`src/rtl/psc_pkg.sv`:
```
package psc_pkg;
    typedef enum logic [2:0] {
        ST_IDLE,
        ST_HOLD,
        ST_MEASURE,
        ST_LOAD,
        ST_TRACK
    } psc_state_t;

    localparam logic [1:0] FS_RESERVED = 2'b00;
    localparam logic [1:0] FS_T1       = 2'b01;
    localparam logic [1:0] FS_E1       = 2'b10;
    localparam logic [1:0] FS_8K       = 2'b11;
endpackage

```
`src/rtl/psc_fall_detect.sv`:
```
module psc_fall_detect #(
    parameter int N = 3
) (
    input  logic         clk,
    input  logic         rst_n,
    input  logic [N-1:0] din,
    output logic [N-1:0] fall
);
    // One history flop per line; a fall is "was high, now low".
    for (genvar i = 0; i < N; i++) begin : g_line
        logic prev;
        always_ff @(posedge clk) begin
            if (!rst_n) prev <= 1'b0;
            else        prev <= din[i];
        end
        assign fall[i] = prev & ~din[i];
    end
endmodule

```
`src/rtl/psc_delay.sv`:
```
module psc_delay #(
    parameter int DW = 7
) (
    input  logic          clk,
    input  logic          rst_n,
    input  logic          pulse_in,
    input  logic [DW-1:0] dly,
    output logic          pulse_out
);
    logic [DW-1:0] cnt;
    logic          pend;

    always_ff @(posedge clk) begin
        if (!rst_n) begin
            cnt       <= '0;
            pend      <= 1'b0;
            pulse_out <= 1'b0;
        end else begin
            pulse_out <= 1'b0;
            if (pulse_in) begin
                if (dly == '0) begin
                    pulse_out <= 1'b1;
                    pend      <= 1'b0;
                end else begin
                    cnt  <= dly;
                    pend <= 1'b1;
                end
            end else if (pend) begin
                if (cnt == DW'(1)) begin
                    pulse_out <= 1'b1;
                    pend      <= 1'b0;
                end
                cnt <= cnt - DW'(1);
            end
        end
    end

    // a pending pulse always has cycles left to count
    p_pending_live_r7: assert property (@(posedge clk) disable iff (!rst_n)
        pend |-> (cnt != '0));
endmodule

```
`src/rtl/psc_ctrl.sv`:
```
module psc_ctrl
    import psc_pkg::*;
#(
    parameter int P_T1 = 20,
    parameter int P_E1 = 16,
    parameter int P_8K = 48,
    parameter int DW   = 7
) (
    input  logic          clk,
    input  logic          rst_n,
    input  logic [1:0]    fs_code,
    input  logic          tie_en,
    input  logic          tie_rst,
    input  logic          sel_sec,
    input  logic          fall_pri,
    input  logic          fall_sec,
    input  logic          fall_fb,
    output logic          act_sec,
    output logic [DW-1:0] dly_eff,
    output logic          out_en,
    output logic          fs_bad,
    output logic          switching
);
    psc_state_t    state, nxt;
    logic [1:0]    fs_q;
    logic [DW-1:0] per, per_lim, dly, meas, mcnt, tcnt;
    logic          armed, new_fall, done, timeout;

    // frequency code is captured only while reset is held
    always_ff @(posedge clk) begin
        if (!rst_n) fs_q <= fs_code;
    end

    assign fs_bad = (fs_q == FS_RESERVED);

    always_comb begin
        unique case (fs_q)
            FS_T1:   per = DW'(P_T1);
            FS_E1:   per = DW'(P_E1);
            FS_8K:   per = DW'(P_8K);
            default: per = DW'(P_8K);
        endcase
    end

    assign per_lim  = {per[DW-2:0], 1'b0} - DW'(1);
    assign new_fall = act_sec ? fall_sec : fall_pri;
    assign done     = fall_fb && (armed || new_fall);
    assign timeout  = (tcnt == per_lim);

    // state register
    always_ff @(posedge clk) begin
        if (!rst_n) state <= ST_IDLE;
        else        state <= nxt;
    end

    always_comb begin
        nxt = state;
        unique case (state)
            ST_IDLE:    if (!fs_bad) nxt = ST_TRACK;
            ST_TRACK:   if (tie_en && (sel_sec != act_sec)) nxt = ST_HOLD;
            ST_HOLD:    nxt = tie_en ? ST_MEASURE : ST_TRACK;
            ST_MEASURE: begin
                if (!tie_en)      nxt = ST_TRACK;
                else if (done)    nxt = ST_LOAD;
                else if (timeout) nxt = ST_TRACK;
            end
            ST_LOAD:    nxt = ST_TRACK;
            default:    nxt = ST_IDLE;
        endcase
    end

    // datapath and outputs
    always_ff @(posedge clk) begin
        if (!rst_n) begin
            act_sec <= sel_sec;
            dly     <= '0;
            meas    <= '0;
            mcnt    <= '0;
            tcnt    <= '0;
            armed   <= 1'b0;
        end else begin
            unique case (state)
                ST_HOLD: begin
                    act_sec <= sel_sec;
                    armed   <= 1'b0;
                    tcnt    <= '0;
                    mcnt    <= '0;
                end
                ST_MEASURE: begin
                    tcnt <= tcnt + DW'(1);
                    if (armed) begin
                        mcnt <= mcnt + DW'(1);
                    end else if (new_fall) begin
                        armed <= 1'b1;
                        mcnt  <= DW'(1);
                    end
                    if (done) meas <= armed ? mcnt : '0;
                end
                ST_LOAD: dly <= (meas >= per) ? (meas - per) : meas;
                default: if (!tie_en) act_sec <= sel_sec;
            endcase
            if (tie_rst) dly <= '0;
        end
    end

    assign dly_eff   = tie_en ? dly : '0;
    assign out_en    = (state == ST_TRACK) && !fs_bad;
    assign switching = (state != ST_TRACK);

    p_code_frozen_r1: assert property (@(posedge clk) disable iff (!rst_n)
        rst_n |=> $stable(fs_q));
    p_hold_flips_r6: assert property (@(posedge clk) disable iff (!rst_n)
        (state == ST_HOLD) |=> (act_sec == $past(sel_sec)));
    p_window_bound_r8: assert property (@(posedge clk) disable iff (!rst_n)
        (state == ST_MEASURE) |-> (tcnt <= per_lim));
    p_clear_delay_r9: assert property (@(posedge clk) disable iff (!rst_n)
        tie_rst |=> (dly == '0));
    p_delay_in_period_r10: assert property (@(posedge clk) disable iff (!rst_n)
        1'b1 |-> (dly < per));
endmodule

```
`src/rtl/phase_step_corrector.sv`:
```
module phase_step_corrector #(
    parameter int P_T1 = 20,
    parameter int P_E1 = 16,
    parameter int P_8K = 48
) (
    input  logic       clk,
    input  logic       rst_n,
    input  logic       ref_pri,
    input  logic       ref_sec,
    input  logic       fb_in,
    input  logic       sel_sec,
    input  logic       tie_en,
    input  logic       tie_rst,
    input  logic [1:0] fs_code,
    output logic       vref,
    output logic       fs_bad,
    output logic       switching
);
    localparam int PMAX_A = (P_T1 > P_E1) ? P_T1 : P_E1;
    localparam int PMAX   = (PMAX_A > P_8K) ? PMAX_A : P_8K;
    localparam int DW     = $clog2(2 * PMAX + 1);

    logic [2:0]    falls;
    logic          act_sec, out_en, dly_pulse, sel_fall;
    logic [DW-1:0] dly_eff;

    psc_fall_detect #(.N(3)) u_edges (
        .clk  (clk),
        .rst_n(rst_n),
        .din  ({fb_in, ref_sec, ref_pri}),
        .fall (falls)
    );

    psc_ctrl #(.P_T1(P_T1), .P_E1(P_E1), .P_8K(P_8K), .DW(DW)) u_ctrl (
        .clk      (clk),
        .rst_n    (rst_n),
        .fs_code  (fs_code),
        .tie_en   (tie_en),
        .tie_rst  (tie_rst),
        .sel_sec  (sel_sec),
        .fall_pri (falls[0]),
        .fall_sec (falls[1]),
        .fall_fb  (falls[2]),
        .act_sec  (act_sec),
        .dly_eff  (dly_eff),
        .out_en   (out_en),
        .fs_bad   (fs_bad),
        .switching(switching)
    );

    assign sel_fall = act_sec ? falls[1] : falls[0];

    psc_delay #(.DW(DW)) u_delay (
        .clk      (clk),
        .rst_n    (rst_n),
        .pulse_in (sel_fall),
        .dly      (dly_eff),
        .pulse_out(dly_pulse)
    );

    assign vref = dly_pulse & out_en;

    p_bad_code_quiet_r2: assert property (@(posedge clk) disable iff (!rst_n)
        fs_bad |-> !vref);
    p_quiet_switch_r5: assert property (@(posedge clk) disable iff (!rst_n)
        switching |-> !vref);
endmodule

```
`config.mk`:
```
export PLATFORM = sky130hd
export DESIGN_NAME = phase_step_corrector
export DESIGN_NICKNAME = d
export VERILOG_FILES = /design/src/rtl/psc_pkg.sv /design/src/rtl/psc_fall_detect.sv /design/src/rtl/psc_delay.sv /design/src/rtl/psc_ctrl.sv /design/src/rtl/phase_step_corrector.sv
export SDC_FILE = /design/constraint.sdc
export NUM_CORES = 1
export LEC_CHECK = 0
export BUFFER_PORTS_ARGS = -buffer_cell sky130_fd_sc_hd__buf_2
export CAP_MARGIN = 40
export CORE_MARGIN = 4
export CORE_UTILIZATION = 40
export DETAILED_ROUTE_END_ITERATION = 16
export GPL_TIMING_DRIVEN = 1
export SLEW_MARGIN = 20
export SYNTH_ARGS = -nofsm -noshare
export SYNTH_HDL_FRONTEND = slang
export SYNTH_SLANG_ARGS = --single-unit
```
`constraint.sdc`:
```
create_clock -name clk -period 5.5 [get_ports clk]
set_clock_uncertainty 0.1 [all_clocks]
set_input_delay 0.275 -clock clk [delete_from_list [all_inputs] [get_ports clk]]
set_output_delay 0.275 -clock clk [all_outputs]
set_load 0.02 [all_outputs]
```
# After elaboration in Yosys (flattened, before gate mapping)
# Cells that the tools add are included.
# op_classes
n_shift	0
n_eq_ne	17
n_bitwise	8
n_addsub	5
reduce_logical	17
n_mux	33
div	0
mul	0
order_cmp	1
# ops
operator	n
$mux W7	8
$pmux W7 S2	2
$mux W3	6
$pmux W3 S5	1
$add A7 B1 Y7 const B	2
$sub A7 B1 Y7 const B	2
$mux W1	13
$pmux W6 S2	1
$reduce_and A2 Y1	4
$eq A7 B1 Y1 const B	1
$eq A7 B7 Y1	1
$ge A7 B6 Y1	1
$logic_not A7 Y1	1
$sub A7 B6 Y7	1
$eq A3 B2 Y1 const B	2
$ne A2 B2 Y1 const B	3
$and A1 B1 Y1	4
$ne A4 B2 Y1 const B	1
$not A1 Y1	4
$pmux W1 S2	2
$reduce_bool A2 Y1	2
$reduce_or A2 Y1	2
$eq A3 B1 Y1 const B	1
$eq A3 B3 Y1 const B	1
other kinds (13)	15
# totals
ramBits	0
latchBits	0
elab_cells	95
output_inout_bits	3
in_bits	10
romBits	0
regBits	47
memories	0

# Logic depth before layout (Yosys ltp)
# Gate-level depths: netlist of the first run.
# depth
ltp_word	8
depth_mapped	8
mapped_depth_nobuf	8

# Cells and area by module
# A second synthesis of the first run with hierarchy kept.
# unflattened
cells_unflattened	303
area_unflattened_um2	2592.5
# modules_own_cells
module	area_each_um2	seq_area_each_um2	instances	cells_each
psc_ctrl	1915.6	730.7	1	230
psc_delay	546.8	180.2	1	62
psc_fall_detect	108.9	60.1	1	9
phase_step_corrector	21.3	0.0	1	2

# Least setup slack after synthesis of the first run
# Ideal clock, no wire load.
# synth_path
path_kind	register -> register
from	register u_ctrl.fs_q[0]
to	register u_ctrl.dly[5]
path_buffers	0
path_stages_with_launch	7
setup_time_ps	92
path_slack_ps	3534
arrival_time_ps	1774
period_less_slack_ps	1966
required_time_ps	5308
cell_sequence	edfxtp_1 -> ha_1 -> ha_1 -> or3b_1 -> a21oi_1 -> nor4_1 -> o32ai_1
# synth_between
elab_chain_cells	4
word_cells_on_any_way	6
classes_between	add/sub: 1; order compare: 1; eq/ne: 2; mux: 2
# synth_rtl
element	line	rtl
from (decl)	psc_ctrl.sv:25	logic [1:0] fs_q;
from (signal assigned)	psc_ctrl.sv:31	if (!rst_n) fs_q <= fs_code;
$eq A2 B2 Y1 / $eq A2 B1 Y1 (equally long branches)	psc_ctrl.sv:37	unique case (fs_q)
$pmux W6 S2 *	psc_ctrl.sv:37	
$sub A7 B6 Y7 / $ge A7 B6 Y1 (equally long branches)	psc_ctrl.sv:99	ST_LOAD: dly <= (meas >= per) ? (meas - per) : meas;
$mux W7 *	psc_ctrl.sv:99	
to (signal assigned)	psc_ctrl.sv:99	
to (decl)	psc_ctrl.sv:26	logic [DW-1:0] per, per_lim, dly, meas, mcnt, tcnt;
# Every way passes the cells marked *; elsewhere a longest branch is shown, timed or not.
# A chain may end at the register's enable or synchronous reset.

# Worst setup path in the final report of the first run
# layout_path
from	register u_ctrl.fs_q[0]
to	register u_ctrl.dly[2]
# Same word-level chain as after synthesis.

==> reports/qor.csv, run 1 <==
stage;metric;value;unit
die;CORE AREA;6026;µm²
global_routing;total track usage;16.39;%
setup_path;worst endpoint required time;5.61;ns
setup_path;r2r worst-path depth;6;
global_routing;largest net degree at the start of global routing;30;
routing;post-route ant nets;0;
setup_path;Critical Path End Type;flop;
logic_synthesis;most used flip-flop cell after synthesis;dfxtp_1;
logic_synthesis;asr flop ratio synth;0;%
final_layout;Area Overhead vs Synth;8.143;%
placed_design;PortBufs;12;
logic_synthesis;YS warnings;0;
final_layout;fin cells;385;
routing;DRC Markers;0;
logic_synthesis;cell area after synthesis;2520;µm²
setup_path;Setup CP Type;reg2reg;
timing;Hold Vio Cnt, Final;0;
clocking;CTS tree;yes;
global_routing;initial antenna violation count;0;
global_routing;Remaining Overflow, GRT;0;
clocking;setup bufs post-CTS;0;
routing;WL final;5899;µm
clocking;clock-pin slew of the registers on the worst-case setup and hold paths;0.08;ns
timing;fmax;455.2;MHz
global_routing;first-pass GRT wire length;9936;µm
timing;Slew @ Worst Pin;0.6660;ns
die;Horiz. Die Dim;87.37;µm
worst_hold_path;Hold WC Path Type;in2reg;
final_layout;Final Util;45.22;%
final_layout;ant diodes;0;
routing;via count;2277;
logic_synthesis;Synthesized Nets;321;
placed_design;post-detail-place hpwl;4203;µm
timing;Slew Viols, Final;0;
routing;per-cell routed wire length;15.32;µm
routing;drt first pass iters;4;
placed_design;Final GP Congestion;0.8365;
worst_hold_path;Hold Path Stages;1;
logic_synthesis;Avg Cell Area, Syn;8.344;µm²
timing;RSZ-0062 raised after global routing;false;
clocking;CTS sink count;47;
die;Die Area;7634;µm²
logic_synthesis;Synth cell types;59;
timing;final period utilization;39.94;%
setup_path;crit path max fanout;4;
routing;Vias/cell;5.914;
die;I/O pin count;13;
worst_hold_path;min-delay src;fs_code[0];
clocking;Post-CTS Resized;0;
die;Site Rows;28;
clocking;clock latency on the worst-skew pair;0.31;ns
setup_path;critical path arrival;2.31;ns
timing;Slew HR;55.22;%
clocking;CTS Buffer Depth;2;
clocking;CTS buffer count;5;
logic_synthesis;number of synthesized flops with an enable pin;3;
logic_synthesis;register bit total from synthesis;47;
power_and_ir_drop;worst vdd ir;0.0001409;V
setup_path;R2R setup slack;3.30;ns
die;Starting Density;41.82;%
die;Die Span Y;87.37;µm
final_layout;Final nets;328;
timing;Final Critical Period;2.197;ns
setup_path;Worst setup SP type;flop;
flow_run;Max Cap Viol;0;
clocking;Root Buffer;clkbuf_8;
outcome;status;complete, no violations;
logic_synthesis;post-synthesis cell count;302;
setup_path;Reg2Reg Launch Point;u_ctrl.fs_q[0]$_DFFE_PN_;
global_routing;vias in the first global route;2067;
logic_synthesis;post-synthesis sequential area ratio;38.53;%
setup_path;FF-to-FF End;u_ctrl.dly[2]$_SDFFE_PP0N_;
final_layout;share of post-route cells with drive strength above 1;9.677;%
final_layout;Layout fillers;622;
clocking;level count of the clock H-tree;2;
placed_design;placed cells;377;
timing;final setup TNS;0;ns
timing;Final Setup Violations;0;
routing;Initial DRC Count;135;
worst_hold_path;Worst Hold Path EP;u_ctrl.fs_q[0]$_DFFE_PN_;
clocking;CTS Hold Buffers Added;0;
power_and_ir_drop;PD cells;232.4;nW/µm²
power_and_ir_drop;Leak;0.9563;nW
sequential cells by signal, indices dropped and copies added, names as in the netlist:
signal	cells
u_ctrl.dly	7
u_ctrl.mcnt	7
u_ctrl.meas	7
u_ctrl.tcnt	7
u_delay.cnt	7
u_ctrl.state	3
u_edges.g_line.prev	3
u_ctrl.fs_q	2
u_ctrl.act_sec	1
u_ctrl.armed	1
u_delay.pend	1
u_delay.pulse_out	1
layer usage:
metal  share of wire [%]  routed length, µm  GRT usage, %  vias to the layer above
met4                 1.9                110         6.695                        0
met5                   0                  0             0                        -
met3                 2.7                160         2.554                        9
met2                  46               2694         25.62                       41
li1                    -                  -             -                     1156
met1                  50               2933         22.41                     1071
critical path: stages, from the launching register on:
cell and delay [ns]:
edfxtp_1 0.41, ha_1 0.25, ha_1 0.29, or3b_1 0.38, a21oi_1 0.31, nor4_1 0.10, o32ai_1 0.27
per-stage QoR:
stage / hold WS (ns) / total power, mW / instance area, µm² / setup slack [ns]
floorplan: 0.2739 / 0.4011 / 2520 / 3.534
global placement: 0.3532 / 0.4169 / 2625 / 3.205
detailed placement: 0.3570 / 0.4173 / 2630 / 3.350
CTS: 0.03789 / 0.6416 / 2725 / 3.309
global route: 0.04693 / 0.6593 / 2725 / 3.148
finish: 0.04924 / 0.6333 / 2725 / 3.303
cell usage after synthesis, drive strengths merged, types with 2 or more instances:
library cell | count | area, µm²
a211oi | 2 | 15.01
a21oi | 23 | 115.1
a22oi | 3 | 22.52
a31oi | 9 | 56.30
and2 | 7 | 43.79
and3 | 4 | 25.02
and3b | 2 | 17.52
buf | 3 | 15.01
clkbuf | 11 | 41.29
dfxtp | 44 | 880.8
edfxtp | 3 | 90.09
ha | 9 | 112.6
inv | 11 | 41.29
mux2i | 2 | 20.02
nand2 | 24 | 90.09
nand2b | 3 | 18.77
nand3 | 16 | 80.08
nand3b | 2 | 15.01
nand4 | 6 | 37.54
nor2 | 20 | 75.07
nor2b | 4 | 25.02
nor3 | 6 | 30.03
nor3b | 3 | 27.52
nor4 | 7 | 43.79
nor4bb | 2 | 20.02
o211ai | 5 | 37.54
o21a | 2 | 15.01
o21ai | 26 | 130.1
o221a | 3 | 33.78
o31a | 3 | 26.28
o31ai | 4 | 30.03
o32ai | 2 | 17.52
or2 | 3 | 18.77
or3 | 4 | 25.02
or3b | 4 | 35.03
or4 | 2 | 18.77
xor2 | 2 | 17.52
cell families (layout without fill, tap and decap cells):
family / after synthesis / after routing / synth area share [%]
compound gates: 96 / 96 / 25.17
xor+xnor: 2 / 2 / 0.6953
fa+ha+maj: 9 / 9 / 4.469
buf+inv: 25 / 33 / 3.873
flops: 47 / 47 / 38.53
mux: 2 / 2 / 0.7945
simple gates: 121 / 121 / 26.46
cell type report:
| cell class | instances | area, µm² | share of cell area (%) |
|---|---|---|---|
| multi-input cells | 230 | 1451 | 53.26 |
| flip-flops and latches | 47 | 970.9 | 35.63 |
| well taps | 75 | 93.84 | 3.444 |
| clock buffers | 7 | 86.33 | 3.168 |
| repair buffers | 14 | 72.57 | 2.663 |
| inverters | 11 | 41.29 | 1.515 |
| clock inverters | 1 | 8.758 | 0.3214 |
cells in the final DEF, fill, tap and decap left out, types with 5 or more instances in the layout:
master,n
dfxtp_1,44
nand2_1,24
a21oi_1,23
nor2_1,20
nand3_1,16
o21ai_0,14
buf_2,13
o21ai_1,12
inv_1,10
a31oi_1,9
ha_1,9
and2_1,7
nor4_1,7
nor3_1,6
nand4_1,6
clkbuf_8,6
o211ai_1,5
power breakdown:
group,internal (mW),total (mW),leakage (nW),switching [mW]
Clock,0.103,0.224,0.0484,0.120
Combinational,0.0205,0.0541,0.523,0.0336
Sequential,0.349,0.356,0.385,0.00649
Total,0.473,0.633,0.956,0.160
how the worst max path moves through the flow:
stage / from / to / depth (start not counted)
after CTS: u_ctrl.fs_q[0]$_DFFE_PN_ / u_ctrl.dly[2]$_SDFFE_PP0N_ / 6
after detailed placement: u_ctrl.fs_q[0]$_DFFE_PN_ / u_ctrl.dly[2]$_SDFFE_PP0N_ / 6
after global placement: u_ctrl.act_sec$_DFFE_PP_ / u_ctrl.state[2]$_SDFFE_PN0P_ / 4
final: u_ctrl.fs_q[0]$_DFFE_PN_ / u_ctrl.dly[2]$_SDFFE_PP0N_ / 6
after global routing: u_ctrl.fs_q[0]$_DFFE_PN_ / u_ctrl.dly[2]$_SDFFE_PP0N_ / 6
after floorplan: u_ctrl.fs_q[0]$_DFFE_PN_ / u_ctrl.dly[5]$_SDFFE_PP0N_ / 6
Power figures use the tool's default switching activity.
==> run 2: changes to the inputs <==
==> constraint.sdc (replaced) <==
create_clock -name clk -period 2.3 [get_ports clk]
set_clock_uncertainty 0.1 [all_clocks]
set_input_delay 0.115 -clock clk [delete_from_list [all_inputs] [get_ports clk]]
set_output_delay 0.115 -clock clk [all_outputs]
set_load 0.02 [all_outputs]
==> run 2 against run 1 <==
Compared with the run above:
- global-route usage down 0.24 points
- worst hold slack worse by 0.022 ns
- cell count up 2.9%
- critical endpoint unchanged
- largest cell class unchanged
==> reports/qor.csv, run 2 (synthesis results as in run 1) <==
stage;metric;value;unit;change
global_routing;initial antenna violation count;0;;unchanged
timing;RSZ-0062 raised after global routing;false;;
clocking;CTS sink count;47;;unchanged
clocking;clock latency on the worst-skew pair;0.30;ns;about the same
clocking;CTS Buffer Depth;2;;unchanged
global_routing;vias in the first global route;2093;;+1.3%
routing;DRC Markers;0;;unchanged
final_layout;share of post-route cells with drive strength above 1;11.21;%;+1.5 points
placed_design;placed cells;382;;+1.3%
timing;Final Setup Violations;0;;unchanged
routing;drt first pass iters;4;;unchanged
timing;final setup TNS;0;ns;unchanged
setup_path;Setup CP Type;reg2reg;;
clocking;setup bufs post-CTS;0;;unchanged
clocking;Root Buffer;clkbuf_8;;
power_and_ir_drop;Leak;1.005;nW;+5.1%
timing;Hold Vio Cnt, Final;0;;unchanged
placed_design;post-detail-place hpwl;4357;µm;+3.7%
final_layout;ant diodes;0;;unchanged
power_and_ir_drop;PD cells;535.5;nW/µm²;+130%
timing;fmax;483.9;MHz;+6.3%
placed_design;Final GP Congestion;0.8301;;-0.77%
placed_design;PortBufs;12;;unchanged
timing;Final Critical Period;2.066;ns;-0.1302 ns
die;CORE AREA;6026;µm²;unchanged
final_layout;Layout fillers;605;;-2.7%
timing;final period utilization;89.85;%;+50 points
power_and_ir_drop;Switching Share;24.78;%;-0.56 points
setup_path;crit path max fanout;4;;unchanged
setup_path;Worst setup SP type;flop;;
clocking;CTS buffer count;5;;unchanged
global_routing;first-pass GRT wire length;9880;µm;-0.56%
worst_hold_path;Worst Hold Path EP;u_ctrl.dly[0]$_SDFFE_PP0N_;;
flow_run;Max Cap Viol;0;;unchanged
power_and_ir_drop;worst vdd ir;0.0002964;V;+110%
setup_path;R2R setup slack;0.23;ns;-3.07 ns
timing;Slew HR;55.00;%;-0.22 points
die;Starting Density;41.82;%;unchanged
global_routing;largest net degree at the start of global routing;22;;-27%
die;Die Span Y;87.37;µm;unchanged
final_layout;fin cells;396;;+2.9%
global_routing;total track usage;16.15;%;-0.24 points
global_routing;Remaining Overflow, GRT;0;;unchanged
die;Horiz. Die Dim;87.37;µm;unchanged
timing;Slew @ Worst Pin;0.6688;ns;+0.002820 ns
power_and_ir_drop;Pint;1.139;mW;+140%
routing;post-route ant nets;0;;unchanged
setup_path;Reg2Reg Launch Point;u_ctrl.fs_q[0]$_DFFE_PN_;;
clocking;level count of the clock H-tree;2;;unchanged
final_layout;Final nets;339;;+3.4%
setup_path;Critical Path End Type;flop;;
clocking;clock-pin slew of the registers on the worst-case setup and hold paths;0.09;ns;about the same
outcome;status;complete, no violations;;
routing;Vias/cell;5.803;;-1.9%
power_and_ir_drop;clock group share of total power;34.6;%;-0.7 points
routing;WL final;5909;µm;+0.17%
power_and_ir_drop;Flop pwr share;56.1;%;about the same
final_layout;commonest non-fill, non-tap cell in the layout;dfxtp_1;;
setup_path;r2r worst-path depth;6;;unchanged
routing;via count;2298;;+0.92%
power_and_ir_drop;Sw Pwr;375.4;µW;+130%
routing;per-cell routed wire length;14.92;µm;-2.6%
worst_hold_path;min-delay src;tie_rst;;
setup_path;worst endpoint required time;2.40;ns;-3.21 ns
die;Site Rows;28;;unchanged
routing;Initial DRC Count;125;;-7.4%
worst_hold_path;Hold Path Stages;3;;+2
die;I/O pin count;13;;unchanged
worst_hold_path;Hold WC Path Type;in2reg;;
power_and_ir_drop;power share of the combinational group;9.3;%;+0.8 points
clocking;CTS tree;yes;;
setup_path;FF-to-FF End;u_ctrl.dly[2]$_SDFFE_PP0N_;;
setup_path;critical path arrival;2.17;ns;-0.14 ns
die;Die Area;7634;µm²;unchanged
final_layout;most frequent cells in the layout;dfxtp_1 (44), nand2_1 (24), a21oi_1 (22);;
timing;Slew Viols, Final;0;;unchanged
final_layout;Area Overhead vs Synth;12.26;%;
[run 2: critical path, cell delays in order, from the launching register on]
cell and delay [ns]:
edfxtp_1 0.39, ha_1 0.24, ha_1 0.29, or3b_1 0.39, a21oi_2 0.23, nor4_1 0.07
o32ai_1 0.26
[run 2: area by class of cell]
cell class / instances / area [µm²] / share of cell area, %
clock buffers: 7 / 86.33 / 3.052
multi-input cells: 230 / 1455 / 51.44
clock inverters: 1 / 8.758 / 0.3096
well taps: 75 / 93.84 / 3.317
flip-flops and latches: 47 / 970.9 / 34.32
inverters: 11 / 41.29 / 1.460
repair buffers: 25 / 172.7 / 6.104
[run 2: power groups by stage]
| stage | clock, mW | combinational (mW) | sequential, mW |
|---|---|---|---|
| 5_1_grt | 0.582 | 0.156 | 0.853 |
| 6_report | 0.524 | 0.141 | 0.850 |
| 2_1_floorplan | 0 | 0.100 | 0.859 |
| 3_3_place_gp | 0 | 0.130 | 0.869 |
| 3_5_place_dp | 0 | 0.133 | 0.869 |
| 4_1_cts | 0.553 | 0.141 | 0.850 |
[run 2: per-layer routing]
| metal | vias up | global-route usage [%] | share of wire, % | wire length, µm |
|---|---|---|---|---|
| li1 | 1175 | - | - | - |
| met1 | 1086 | 23.23 | 50 | 2974 |
| met2 | 32 | 24.73 | 45 | 2684 |
| met3 | 5 | 3.122 | 3.5 | 206 |
| met4 | 0 | 3.905 | 0.73 | 43 |
| met5 | - | 0 | 0 | 0 |
[run 2: worst max path at each step]
| stage | slack [ns] | startpoint | end | cells after the start |
|---|---|---|---|---|
| 5_1_grt | 0.08 | u_ctrl.fs_q[0]$_DFFE_PN_ | u_ctrl.dly[2]$_SDFFE_PP0N_ | 6 |
| 2_1_floorplan | 0.33 | u_ctrl.fs_q[0]$_DFFE_PN_ | u_ctrl.dly[5]$_SDFFE_PP0N_ | 6 |
| 6_report | 0.23 | u_ctrl.fs_q[0]$_DFFE_PN_ | u_ctrl.dly[2]$_SDFFE_PP0N_ | 6 |
| 4_1_cts | 0.14 | u_ctrl.fs_q[0]$_DFFE_PN_ | u_ctrl.dly[2]$_SDFFE_PP0N_ | 6 |
| 3_5_place_dp | 0.17 | u_ctrl.fs_q[0]$_DFFE_PN_ | u_ctrl.dly[2]$_SDFFE_PP0N_ | 6 |
| 3_3_place_gp | 0.23 | u_ctrl.fs_q[0]$_DFFE_PN_ | u_ctrl.dly[5]$_SDFFE_PP0N_ | 6 |
[run 2: through the flow]
| stage | hold slack (ns) | instance area [µm²] | power [mW] | utilization [%] | setup WS [ns] |
|---|---|---|---|---|---|
| 5_1_grt | 0.03931 | 2829 | 1.591 | 46.95 | 0.08398 |
| 3_3_place_gp | 0.1948 | 2670 | 0.9987 | 44.31 | 0.2314 |
| 4_1_cts | 0.01303 | 2825 | 1.544 | 46.89 | 0.1351 |
| 3_5_place_dp | 0.2018 | 2670 | 1.002 | 44.31 | 0.1694 |
| 2_1_floorplan | 0.1139 | 2520 | 0.9591 | - | 0.3342 |
| 6_report | 0.02737 | 2829 | 1.515 | 46.95 | 0.2335 |
[run 2: what timing repair did]
| action | in CTS | in global routing |
|---|---|---|
| hold buffers | 6 | 0 |
| endpoints found under the setup margin | 0 | 2 |
| endpoints found under the hold margin | 6 | 0 |
| resized for setup | 0 | 1 |
==> run 3: changes to the inputs <==
--- a/config.mk
+++ b/config.mk
@@ -8,9 +8,10 @@
 export BUFFER_PORTS_ARGS = -buffer_cell sky130_fd_sc_hd__buf_2
 export CAP_MARGIN = 40
 export CORE_MARGIN = 4
-export CORE_UTILIZATION = 40
+export CORE_UTILIZATION = 50
 export DETAILED_ROUTE_END_ITERATION = 16
 export GPL_TIMING_DRIVEN = 1
+export PLACE_DENSITY = 0.67
 export SLEW_MARGIN = 20
 export SYNTH_ARGS = -nofsm -noshare
 export SYNTH_HDL_FRONTEND = slang
==> run 3 against run 2 <==
Compared with the run above:
- maximum frequency grew 0.43%
- first-iteration DRC count grew 50%
- setup slack gained 0.0088 ns
- die area shrank 18%
- non-clock buffer count is the same
- combinational power is essentially flat
- critical path depth is the same
- global-route usage grew 3.7 points
- sequential cell count is the same
- utilization grew 11 points
- total power shrank 0.75%
- critical path type unchanged
- critical endpoint is now u_ctrl.dly[5]$_SDFFE_PP0N_
- largest cell class unchanged
- highest routed layer unchanged
==> reports/qor.csv, run 3 (synthesis results as in run 1) <==
stage;metric;value;unit;change
timing;Slew HR;56.01;%;+1.0 points
clocking;clock latency on the worst-skew pair;0.31;ns;about the same
power_and_ir_drop;Design Power;1.503;mW;-0.75%
timing;Slew Viols, Final;0;;unchanged
routing;Initial DRC Count;188;;+50%
routing;DRC Markers;0;;unchanged
placed_design;Final GP Congestion;0.8554;;+3.0%
routing;drt first pass iters;4;;unchanged
outcome;status;complete, no violations;;
clocking;clock-pin slew of the registers on the worst-case setup and hold paths;0.10;ns;about the same
final_layout;register area;970.9;µm²;unchanged
worst_hold_path;min-delay src;tie_rst;;
worst_hold_path;Worst Hold Path EP;u_ctrl.dly[1]$_SDFFE_PP0N_;;
clocking;CTS buffer count;5;;unchanged
setup_path;Critical Path End Type;flop;;
power_and_ir_drop;Leak;0.9997;nW;-0.56%
timing;RSZ-0062 raised after global routing;false;;
timing;Slew @ Worst Pin;0.6538;ns;-0.01496 ns
setup_path;Setup CP Type;reg2reg;;
final_layout;share of post-route cells with drive strength above 1;11.21;%;unchanged
timing;Final Critical Period;2.058;ns;-0.008778 ns
global_routing;largest net degree at the start of global routing;25;;+14%
routing;post-route ant nets;0;;unchanged
routing;per-cell routed wire length;15.12;µm;+1.4%
clocking;CTS Buffer Depth;2;;unchanged
setup_path;worst endpoint required time;2.41;ns;about the same
clocking;Root Buffer;clkbuf_8;;
routing;via count;2354;;+2.4%
timing;fmax;486.0;MHz;+0.43%
global_routing;initial antenna violation count;0;;unchanged
timing;final period utilization;89.46;%;-0.38 points
die;I/O pin count;13;;unchanged
worst_hold_path;Hold WC Path Type;in2reg;;
placed_design;PortBufs;12;;unchanged
setup_path;r2r worst-path depth;6;;unchanged
routing;Vias/cell;6.067;;+4.5%
worst_hold_path;Hold Path Stages;3;;unchanged
clocking;CTS tree;yes;;
setup_path;R2R setup slack;0.24;ns;about the same
setup_path;crit path max fanout;4;;unchanged
clocking;CTS sink count;47;;unchanged
setup_path;Worst setup SP type;flop;;
placed_design;post-detail-place hpwl;4196;µm;-3.7%
setup_path;Reg2Reg Launch Point;u_ctrl.fs_q[0]$_DFFE_PN_;;
die;CORE AREA;4817;µm²;-20%
global_routing;Remaining Overflow, GRT;0;;unchanged
die;Die Span Y;78.99;µm;-9.6%
final_layout;commonest non-fill, non-tap cell in the layout;dfxtp_1;;
die;Die Area;6239;µm²;-18%
global_routing;first-pass GRT wire length;9894;µm;+0.14%
global_routing;vias in the first global route;1969;;-5.9%
die;Horiz. Die Dim;78.99;µm;-9.6%
setup_path;FF-to-FF End;u_ctrl.dly[5]$_SDFFE_PP0N_;;
timing;Final Setup Violations;0;;unchanged
die;Starting Density;52.31;%;+10 points
final_layout;Area Overhead vs Synth;11.62;%;
power_and_ir_drop;worst vdd ir;0.0004190;V;+41%
power_and_ir_drop;PD cells;534.5;nW/µm²;-0.18%
flow_run;Max Cap Viol;0;;unchanged
clocking;level count of the clock H-tree;2;;unchanged
routing;WL final;5868;µm;-0.69%
die;Site Rows;25;;-11%
timing;final setup TNS;0;ns;unchanged
final_layout;multi-input logic area;1455;µm²;unchanged
final_layout;Layout fillers;470;;-22%
setup_path;critical path arrival;2.17;ns;about the same
final_layout;Final nets;339;;unchanged
timing;Hold Vio Cnt, Final;0;;unchanged
global_routing;total track usage;19.86;%;+3.7 points
final_layout;ant diodes;0;;unchanged
final_layout;most frequent cells in the layout;dfxtp_1 (44), nand2_1 (24), a21oi_1 (22);;
## run 3: cell types whose count changed in the layout (fill, tap and decap cells not counted), sizes merged
cell	previous run	this run
clkinv	1	0
clkinvlp	0	1
clkbuf	7	6
inv	11	12
## run 3: layout make-up
class | instances | area share (%)
multi-input combinational | 230 | 51.73
sequential | 47 | 34.52
timing repair buffer | 25 | 6.139
tap | 67 | 2.980
clock buffer | 6 | 2.580
inverter | 11 | 1.468
clock inverter | 2 | 0.5783
## run 3: what timing repair did
item / in CTS / in global routing
hold endpoints to repair: 6 / 0
setup endpoints to repair: 0 / 2
resized for setup: 0 / 1
hold buffers: 6 / 0
setup buffers: 0 / 0
## run 3: worst max-delay path, stage by stage (launching register included)
cell and delay, ns:
edfxtp_1 0.40, ha_1 0.25, ha_1 0.29, or3b_1 0.39
a21oi_2 0.23, nor4_1 0.07, o32ai_1 0.26
## run 3: per-layer routing
layer	up-vias	GRT usage, %	share of wire (%)
met5	-	0	0
met1	1105	30.68	51
li1	1178	-	-
met4	0	5.842	0.82
met3	4	3.401	4.8
met2	67	27.86	44
## run 3: report_power, final
part / internal (mW) / switching [mW] / total (mW)
clock network: 0.219 / 0.291 / 0.510
registers: 0.835 / 0.0151 / 0.850
logic: 0.0594 / 0.0841 / 0.144
## run 3: worst max-delay path by stage
stage / endpoint / slack (ns) / cells after the start / from
finish: u_ctrl.dly[5]$_SDFFE_PP0N_ / 0.24 / 6 / u_ctrl.fs_q[0]$_DFFE_PN_
global route: u_ctrl.dly[5]$_SDFFE_PP0N_ / 0.04 / 6 / u_ctrl.fs_q[0]$_DFFE_PN_
CTS: u_ctrl.dly[5]$_SDFFE_PP0N_ / 0.15 / 6 / u_ctrl.fs_q[0]$_DFFE_PN_
detailed placement: u_ctrl.dly[5]$_SDFFE_PP0N_ / 0.17 / 6 / u_ctrl.fs_q[0]$_DFFE_PN_
global placement: u_ctrl.dly[5]$_SDFFE_PP0N_ / 0.22 / 6 / u_ctrl.fs_q[0]$_DFFE_PN_
floorplan: u_ctrl.dly[5]$_SDFFE_PP0N_ / 0.33 / 6 / u_ctrl.fs_q[0]$_DFFE_PN_
## run 3: per-stage QoR
| step | utilization [%] | hold WS (ns) | worst slack (ns) | instances | instance area (µm²) |
|---|---|---|---|---|---|
| finish | 58.39 | 0.01392 | 0.2423 | 388 | 2813 |
| global route | 58.39 | 0.03800 | 0.03581 | 388 | 2813 |
| CTS | 58.31 | 0.002440 | 0.1537 | 388 | 2809 |
| detailed placement | 55.22 | 0.1961 | 0.1742 | 374 | 2660 |
| global placement | 55.22 | 0.1955 | 0.2242 | 374 | 2660 |
| floorplan | - | 0.1139 | 0.3342 | 302 | 2520 |
